--- src/rtl/i2c_mm_bit_engine.sv ---
module i2c_mm_bit_engine #(
  parameter int TPR_W = 8
) (
  input  logic             clk,
  input  logic             rst_n,
  input  logic [TPR_W-1:0] tpr,
  input  logic             cmd_start,
  input  logic             cmd_write,
  input  logic             cmd_stop,
  input  logic [7:0]       wr_byte,
  input  logic             scl_in,
  input  logic             sda_in,
  output logic             scl_oe,
  output logic             sda_oe,
  output logic             busy,
  output logic             bus_idle,
  output logic             done,
  output logic             arb_lost
);
  localparam int CW = TPR_W + 2;

  typedef enum logic [2:0] {S_IDLE, S_START, S_HOLD, S_WRITE, S_STOP, S_BACK} st_t;

  st_t              st;
  logic [TPR_W-1:0] tpr_q;
  logic [CW-1:0]    pcnt;
  logic [3:0]       ph;
  logic [2:0]       nbit;
  logic [7:0]       shr;
  logic             hold_sda;
  logic [1:0]       scl_sy, sda_sy;
  logic             sda_p;

  wire          scl_s = scl_sy[1];
  wire          sda_s = sda_sy[1];
  wire [CW-1:0] plim  = {1'b0, tpr_q, 1'b1};
  wire          tick  = (pcnt == plim);
  wire          stall = (st == S_WRITE || st == S_STOP) && ph == 4'd7 && !scl_s;
  wire          adv   = tick && !stall;
  wire          lost  = (st == S_WRITE) && ph >= 4'd8 && shr[7] && !sda_s;
  wire          go    = (st == S_IDLE) && cmd_start && bus_idle;

  assign busy = (st != S_IDLE);

  always_comb begin
    scl_oe = 1'b0;
    sda_oe = 1'b0;
    case (st)
      S_START: sda_oe = (ph >= 4'd4);
      S_HOLD:  begin scl_oe = 1'b1; sda_oe = hold_sda; end
      S_WRITE: begin scl_oe = (ph < 4'd6); sda_oe = !shr[7]; end
      S_STOP:  begin scl_oe = (ph < 4'd6); sda_oe = (ph < 4'd10); end
      default: ;
    endcase
  end

  always_ff @(posedge clk or negedge rst_n) begin
    if (!rst_n) begin
      scl_sy   <= 2'b11;
      sda_sy   <= 2'b11;
      sda_p    <= 1'b1;
      bus_idle <= 1'b1;
    end else begin
      scl_sy <= {scl_sy[0], scl_in};
      sda_sy <= {sda_sy[0], sda_in};
      sda_p  <= sda_s;
      if (scl_s && sda_p && !sda_s)      bus_idle <= 1'b0;
      else if (scl_s && !sda_p && sda_s) bus_idle <= 1'b1;
    end
  end

  always_ff @(posedge clk or negedge rst_n) begin
    if (!rst_n) begin
      pcnt <= '0;
    end else if (st == S_IDLE || st == S_HOLD || st == S_BACK) begin
      pcnt <= '0;
    end else if (tick) begin
      pcnt <= stall ? pcnt : '0;
    end else begin
      pcnt <= pcnt + 1'b1;
    end
  end

  always_ff @(posedge clk or negedge rst_n) begin
    if (!rst_n) begin
      st       <= S_IDLE;
      tpr_q    <= '0;
      ph       <= '0;
      nbit     <= '0;
      shr      <= '0;
      hold_sda <= 1'b0;
      done     <= 1'b0;
      arb_lost <= 1'b0;
    end else begin
      done <= 1'b0;
      case (st)
        S_IDLE: if (go) begin
          st       <= S_START;
          ph       <= '0;
          tpr_q    <= tpr;
          arb_lost <= 1'b0;
        end
        S_START: if (adv) begin
          if (ph == 4'd9) begin
            st       <= S_HOLD;
            hold_sda <= 1'b1;
            done     <= 1'b1;
          end else ph <= ph + 1'b1;
        end
        S_HOLD: if (cmd_write) begin
          st   <= S_WRITE;
          shr  <= wr_byte;
          nbit <= '0;
          ph   <= '0;
        end else if (cmd_stop) begin
          st <= S_STOP;
          ph <= '0;
        end
        S_WRITE: if (lost) begin
          st       <= S_BACK;
          arb_lost <= 1'b1;
        end else if (adv) begin
          if (ph == 4'd9) begin
            ph <= '0;
            if (nbit == 3'd7) begin
              st       <= S_HOLD;
              hold_sda <= !shr[7];
              done     <= 1'b1;
            end else begin
              nbit <= nbit + 1'b1;
              shr  <= {shr[6:0], 1'b0};
            end
          end else ph <= ph + 1'b1;
        end
        S_STOP: if (adv) begin
          if (ph == 4'd13) begin
            st   <= S_IDLE;
            done <= 1'b1;
          end else ph <= ph + 1'b1;
        end
        S_BACK: if (bus_idle) st <= S_IDLE;
        default: st <= S_IDLE;
      endcase
    end
  end
endmodule

--- config.mk ---
export PLATFORM = sky130hd
export DESIGN_NAME = i2c_mm_bit_engine
export DESIGN_NICKNAME = d
export VERILOG_FILES = /design/src/rtl/i2c_mm_bit_engine.sv
export SDC_FILE = /design/constraint.sdc
export NUM_CORES = 1
export LEC_CHECK = 0
export BUFFER_PORTS_ARGS = -buffer_cell sky130_fd_sc_hd__buf_2
export CAP_MARGIN = 20
export CORE_ASPECT_RATIO = 0.7
export CORE_MARGIN = 5
export CORE_UTILIZATION = 36
export CTS_CLUSTER_SIZE = 10
export DETAILED_ROUTE_END_ITERATION = 10
export GPL_TIMING_DRIVEN = 0
export SLEW_MARGIN = 10
export SYNTH_ARGS = -nofsm -noshare
export SYNTH_HDL_FRONTEND = slang
export SYNTH_SLANG_ARGS = --single-unit
--- constraint.sdc ---
create_clock -name clk -period 2.1 [get_ports clk]
set_input_delay 0.42 -clock clk [delete_from_list [all_inputs] [get_ports clk]]
set_output_delay 0.42 -clock clk [all_outputs]
set_load 0.02 [all_outputs]
Word-level counts from Yosys, hierarchy flattened
Index checks and enable logic that the tools add are counted.
{"block": "word_totals", "reg_bits": 45, "input_bits": 23, "output_inout_bits": 6, "wordCells": 146}
{"block": "op_classes", "n_addsub": 3, "order_cmp": 4, "eq_ne": 30, "muxes": 62, "reduce_logical": 34}
{"op": "$mux W3", "count": 17}
{"op": "$mux W4", "count": 10}
{"op": "$mux W8", "count": 5}
{"op": "$mux W10", "count": 3}
{"op": "$ne A2 B2 Y1 const B", "count": 12}
{"op": "$pmux W4 S5", "count": 1}
{"op": "$mux W1", "count": 18}
{"op": "$pmux W3 S6", "count": 1}
{"op": "$pmux W8 S2", "count": 1}
{"op": "$logic_and A1 B1 Y1", "count": 12}
{"op": "$add A10 B1 Y10 const B", "count": 1}
{"op": "$eq A10 B9 Y1", "count": 1}
{"op": "$reduce_and A10 Y1", "count": 1}
{"op": "$eq A3 B3 Y1 const B", "count": 3}
{"op": "$ne A3 B2 Y1 const B", "count": 3}
{"op": "$reduce_and A9 Y1", "count": 1}
{"op": "$eq A4 B4 Y1 const B", "count": 2}
{"op": "$reduce_bool A2 Y1", "count": 4}
{"op": "$reduce_and A7 Y1", "count": 1}
{"op": "$eq A3 B2 Y1 const B", "count": 2}
{"op": "$ne A2 B1 Y1 const B", "count": 3}
{"op": "$ne A3 B3 Y1 const B", "count": 2}
{"op": "$pmux W1 S2", "count": 3}
{"op": "$pmux W3 S2", "count": 1}
{"op": "19 further kinds", "count": 25}

Depth between registers and ports, before layout
{"block": "depth", "depth_word": 9, "depth_mapped": 10, "ltp_nobuf": 8}

Worst setup path before layout
Ideal clock, no wire load.
{"block": "synth_timing", "kind": "register to register", "start": "reg nbit[0]", "end": "reg nbit[0]", "setup_ns": 0.065, "arrival_time_ns": 2.061, "required_time_ns": 2.035, "slack_ns": -0.027, "path_stages_with_launch": 9, "cell_sequence": "dfrtp_1 -> ha_1 -> ha_1 -> and2_1 -> a2111oi_2 -> nor2b_1 -> buf_2 -> nor3b_1 -> mux2_2"}
{"block": "synth_between", "elab_chain_len": 6, "elab_cells_between_ends": 9}
{"item": "from (decl)", "line_no": "28", "rtl": "logic [2:0] nbit;"}
{"item": "from (signal assigned)", "line_no": "130", "rtl": "nbit <= nbit + 1'b1;"}
{"item": "$add A3 B1 Y3", "line_no": "130"}
{"item": "$mux W3", "line_no": "125", "rtl": "if (nbit == 3'd7) begin"}
{"item": "$mux W3", "line_no": "123", "rtl": "if (ph == 4'd9) begin"}
{"item": "$mux W3", "line_no": "122", "rtl": "end else if (adv) begin"}
{"item": "$mux W3", "line_no": "119", "rtl": "S_WRITE: if (lost) begin"}
{"item": "$pmux W3 S2", "line_no": "96", "rtl": "case (st)"}
Several ways; a longest one is shown, not always the timed one. The select of a mux whose other input is x is not followed.
A chain may end at the register's enable or synchronous reset.

Final worst setup path
{"block": "layout_timing", "start": "reg st[0]", "end": "reg ph[2]"}
{"block": "layout_between", "elab_chain_len": 8, "elab_cells_between_ends": 26}
{"item": "from (decl)", "line_no": "24", "rtl": "st_t st;"}
{"item": "from (signal assigned)", "line_no": "86", "rtl": "st <= S_IDLE;"}
{"item": "from (signal assigned)", "line_no": "98", "rtl": "st <= S_START;"}
{"item": "from (signal assigned)", "line_no": "105", "rtl": "st <= S_HOLD;"}
{"item": "$eq A3 B2 Y1 / $eq A3 B3 Y1 (equally long branches)", "line_no": "38, 40, 96"}
{"item": "$logic_or A1 B1 Y1", "line_no": "38", "rtl": "wire stall = (st == S_WRITE || st == S_STOP) && ph == 4'd7 && !scl_s;"}
{"item": "$logic_and A1 B1 Y1 (2 in series)", "line_no": "38"}
{"item": "$logic_not A1 Y1", "line_no": "39", "rtl": "wire adv = tick && !stall;"}
{"item": "$logic_and A1 B1 Y1", "line_no": "39"}
{"item": "$ne A2 B2 Y1 (no source line)"}
{"item": "$reduce_and A9 Y1 (no source line)"}
{"item": "to (signal assigned)", "line_no": "108", "rtl": "end else ph <= ph + 1'b1;"}
{"item": "to (signal assigned)", "line_no": "133", "rtl": "end else ph <= ph + 1'b1;"}
{"item": "to (signal assigned)", "line_no": "139", "rtl": "end else ph <= ph + 1'b1;"}
{"item": "to (decl)", "line_no": "27", "rtl": "logic [3:0] ph;"}
Several ways; a longest one is shown, not always the timed one.

==> metrics.yaml <==
status:
  status: "finished with violations"
  violations: "hold timing, setup timing"
clock_tree:
  clock_latency_ns: 0.30
  cts.sinks: 45
  h-tree-depth: 2
  cts_hold_buf: 0
  clk_pin_slew_ns: 0.09
  clockRootBuffer: "clkbuf_8"
  cts_tree: "built"
  clockBufferDepth: 2
  numCtsBuffers: 5
drt:
  ant_nets: 0
  drt_iter0_markers: 176
  drt_wl_total_mm: 6.247
  vias_per_cell: 5.267
  wire_per_inst_um: 15.42
  vias: 2133
  firstDrtPassIters: 4
  drc: 0
sta:
  hold_viol: 6
  worstMarginPinSlew_ns: 0.3903
  setup_viol: 1
  final.setup.tns_ns: -0.0004310
  finalCritPeriodShare_pct: 100.0
  layout_min_cycle_time_ns: 2.100
  hold_ws_ns: -0.007700
  fmaxAchievable_mhz: 476.1
  rsz0062_at_grt: "yes"
  final_max_slew_viol_count: 0
  clock-skew-final_ns: 0.007605
  worst_slack_ns: -0.0004310
  relSlewSlack_pct: 73.31
yosys:
  synth-async-reset-ratio_pct: 100.0
  synth_adder_area_share_pct: 2.991
  ys_ff_latch: 45
  avgSynthCellArea_um2: 9.728
  ys_types: 53
  syn_area_mm2: 0.002510
  yosysWarnings: 0
  muxShareOfSynthArea_pct: 4.935
  syn-num-nets: 287
  synthCells: 258
  synth_top_family_by_area: "compound AO/OA/AOI/OAI gates"
  seq_area_frac_synth_pct: 45.16
  synth_compound_area_share_pct: 19.54
  yosys.area_share.simple_pct: 18.64
  yosys.area_share.xor_xnor_pct: 4.187
  synthFlopType: "dfrtp_1"
  synth_edf_count: 0
worst_setup_path:
  crit_slowest_cell: "dfrtp_2"
  cp-start-kind: "register"
  worst-path-buf-inv: 1
  worst_ep_required_time_ns: 2.31
  cpMostUsedCell: "o31ai_1"
  critical-path-top-delay-family: "compound AO/OA/AOI/OAI gates"
  critPathArrivalTime_ns: 2.31
  path_class: "reg2reg"
  endpoint_kind: "register"
  crit_chain: "or3b_4 > a2111oi_4 > nand4b_1 > buf_6 > o31a_1 > o31ai_1 > o31ai_1"
  path_max_fanout: 7
  cpPeakStageDelay_ns: 0.46
power:
  p_leak_nw: 1.431
  max-vdd-ir-drop_v: 0.0004840
  p_per_area_mw_per_mm2: 933.2
  finalPower_mw: 3.050
layout:
  seqCellArea_mm2: 0.001136
  nFillCells: 659
  multi_input_area_mm2: 0.001464
  antenna_cells: 0
  area_growth_pct: 30.21
  final_util_pct: 48.37
  finalNetCount: 339
  drive_gt1_share_pct: 37.62
global_routing:
  grt_max_degree: 46
  grt_overflow: 0
  grt_use_total_pct: 14.59
  antenna_found_initial: 0
  grt_pass1_wl_mm: 10.10
  grt_pass1_vias: 2025
placed_design:
  port_buffers: 28
  routabilityCongestion: 0.8649
  dp_hpwl_mm: 4.352
  dp_slack_ns: -0.2714
floorplanning:
  start_util_pct: 37.15
  num_io_pins: 29
  die_w_um: 109.8
  die_h_um: 79.86
  dieArea_mm2: 0.008769
  rows: 25
  core-area_mm2: 0.006756
flow_run:
  max_cap_viol_count: 0
min_path:
  hold_path_class: "in2async"
==> metrics by stage <==
stage / cells / hold WS (ns) / cell area [um^2]
4_1_cts: 398 / 0.1979 / 3032
3_5_place_dp: 380 / 0.3515 / 2773
3_3_place_gp: 380 / 0.3460 / 2773
2_1_floorplan: 258 / 0.1244 / 2515
5_1_grt: 405 / 0.003721 / 3268
6_report: 405 / -0.007700 / 3268
==> metal layers <==
layer / global-route usage [%] / wire length, um / up-vias
met5: 0 / 0 / -
met4: 3.238 / 66 / 0
met3: 2.991 / 395 / 9
met2: 19.73 / 2533 / 68
met1: 23.21 / 3251 / 1020
li1: - / - / 1036
==> cell usage in the layout, fill, tap and decap left out, types with 8 or more instances in the layout <==
cell,instances
dfrtp_1,37
nor2_1,18
nand3_1,8
buf_2,28
a31oi_1,8
xnor2_1,8
mux2_2,8
nand2b_1,9
nand2_1,15
inv_1,10
buf_4,21
a21oi_1,20
==> flip-flops by register name (all words and copies together) (netlist names), 2 cells and up <==
signal  cells
pcnt       10
shr         8
tpr_q       8
ph          4
nbit        3
st          3
scl_sy      2
sda_sy      2
==> repair_timing <==
| action | CTS | global route |
|---|---|---|
| hold endpoints to repair | 0 | 0 |
| pin swaps | 13 | 18 |
| buffers inserted | 10 | 7 |
| setup endpoints to repair | 28 | 30 |
| gates resized for setup | 25 | 46 |
==> final cells by class <==
type / count / share of cell area (%)
plain buffers: 14 / 3.561
clock buffers: 6 / 2.527
clock inverters: 2 / 0.4211
inverters: 10 / 1.149
multi-input cells: 188 / 44.79
flip-flops and latches: 45 / 34.76
well taps: 94 / 3.599
repair buffers: 46 / 9.188
==> worst paths after layout <==
path,startpoint,to,slack [ns],cells after the start
min in group clk,sda_in,sda_sy[0],0.21,1
min,rst_n,tpr_q[4],-0.008,1
max,st[0],ph[2],-0.0004,7
min reg2reg,scl_sy[0],scl_sy[1],0.36,0
max in group asynchronous,rst_n,st[0],1.62,2
max reg2reg,st[0],ph[2],-0.0004,7
==> cells in the mapped netlist, types with 3 or more instances <==
master     n  area share, %
a21oi_1   23            4.6
a31oi_1    8            2.0
and3_1     4            1.0
and3b_1    4            1.4
buf_2      4           0.80
buf_4      4            1.2
clkbuf_1   6           0.90
dfrtp_1   39             39
dfstp_2    6            6.3
ha_1       6            3.0
inv_1     10            1.5
mux2_2     9            4.0
nand2_1   15            2.2
nand2b_1   9            2.2
nand3_1    9            1.8
nor2_1    19            2.8
nor2b_1    5            1.2
nor3_1     5            1.0
nor3b_1    3           0.90
o21ai_0    7            1.4
o22ai_1   10            2.5
o31ai_1    6            1.8
xnor2_1    9            3.1
xor2_1     3            1.0
==> kinds of logic after synthesis <==
logic type      Yosys count
mux                      11
compound gates           73
xor+xnor                 12
fa+ha+maj                 6
simple gates             86
flops                    45
buf+inv                  25
==> where the power goes <==
| part | total [mW] | internal (mW) | switching (mW) |
|---|---|---|---|
| Combinational | 1.17 | 0.560 | 0.609 |
| Sequential | 1.31 | 1.10 | 0.209 |
| Clock | 0.575 | 0.267 | 0.307 |
==> worst reg2reg max path, delay by kind of cell (launching register included) <==
kind | cells | cell delay, ns
AO/OA/AOI/OAI | 4 | 0.77
buffers and inverters | 1 | 0.15
flip-flops | 1 | 0.46
AND/OR/NAND/NOR | 2 | 0.63
Power figures use the tool's default switching activity.
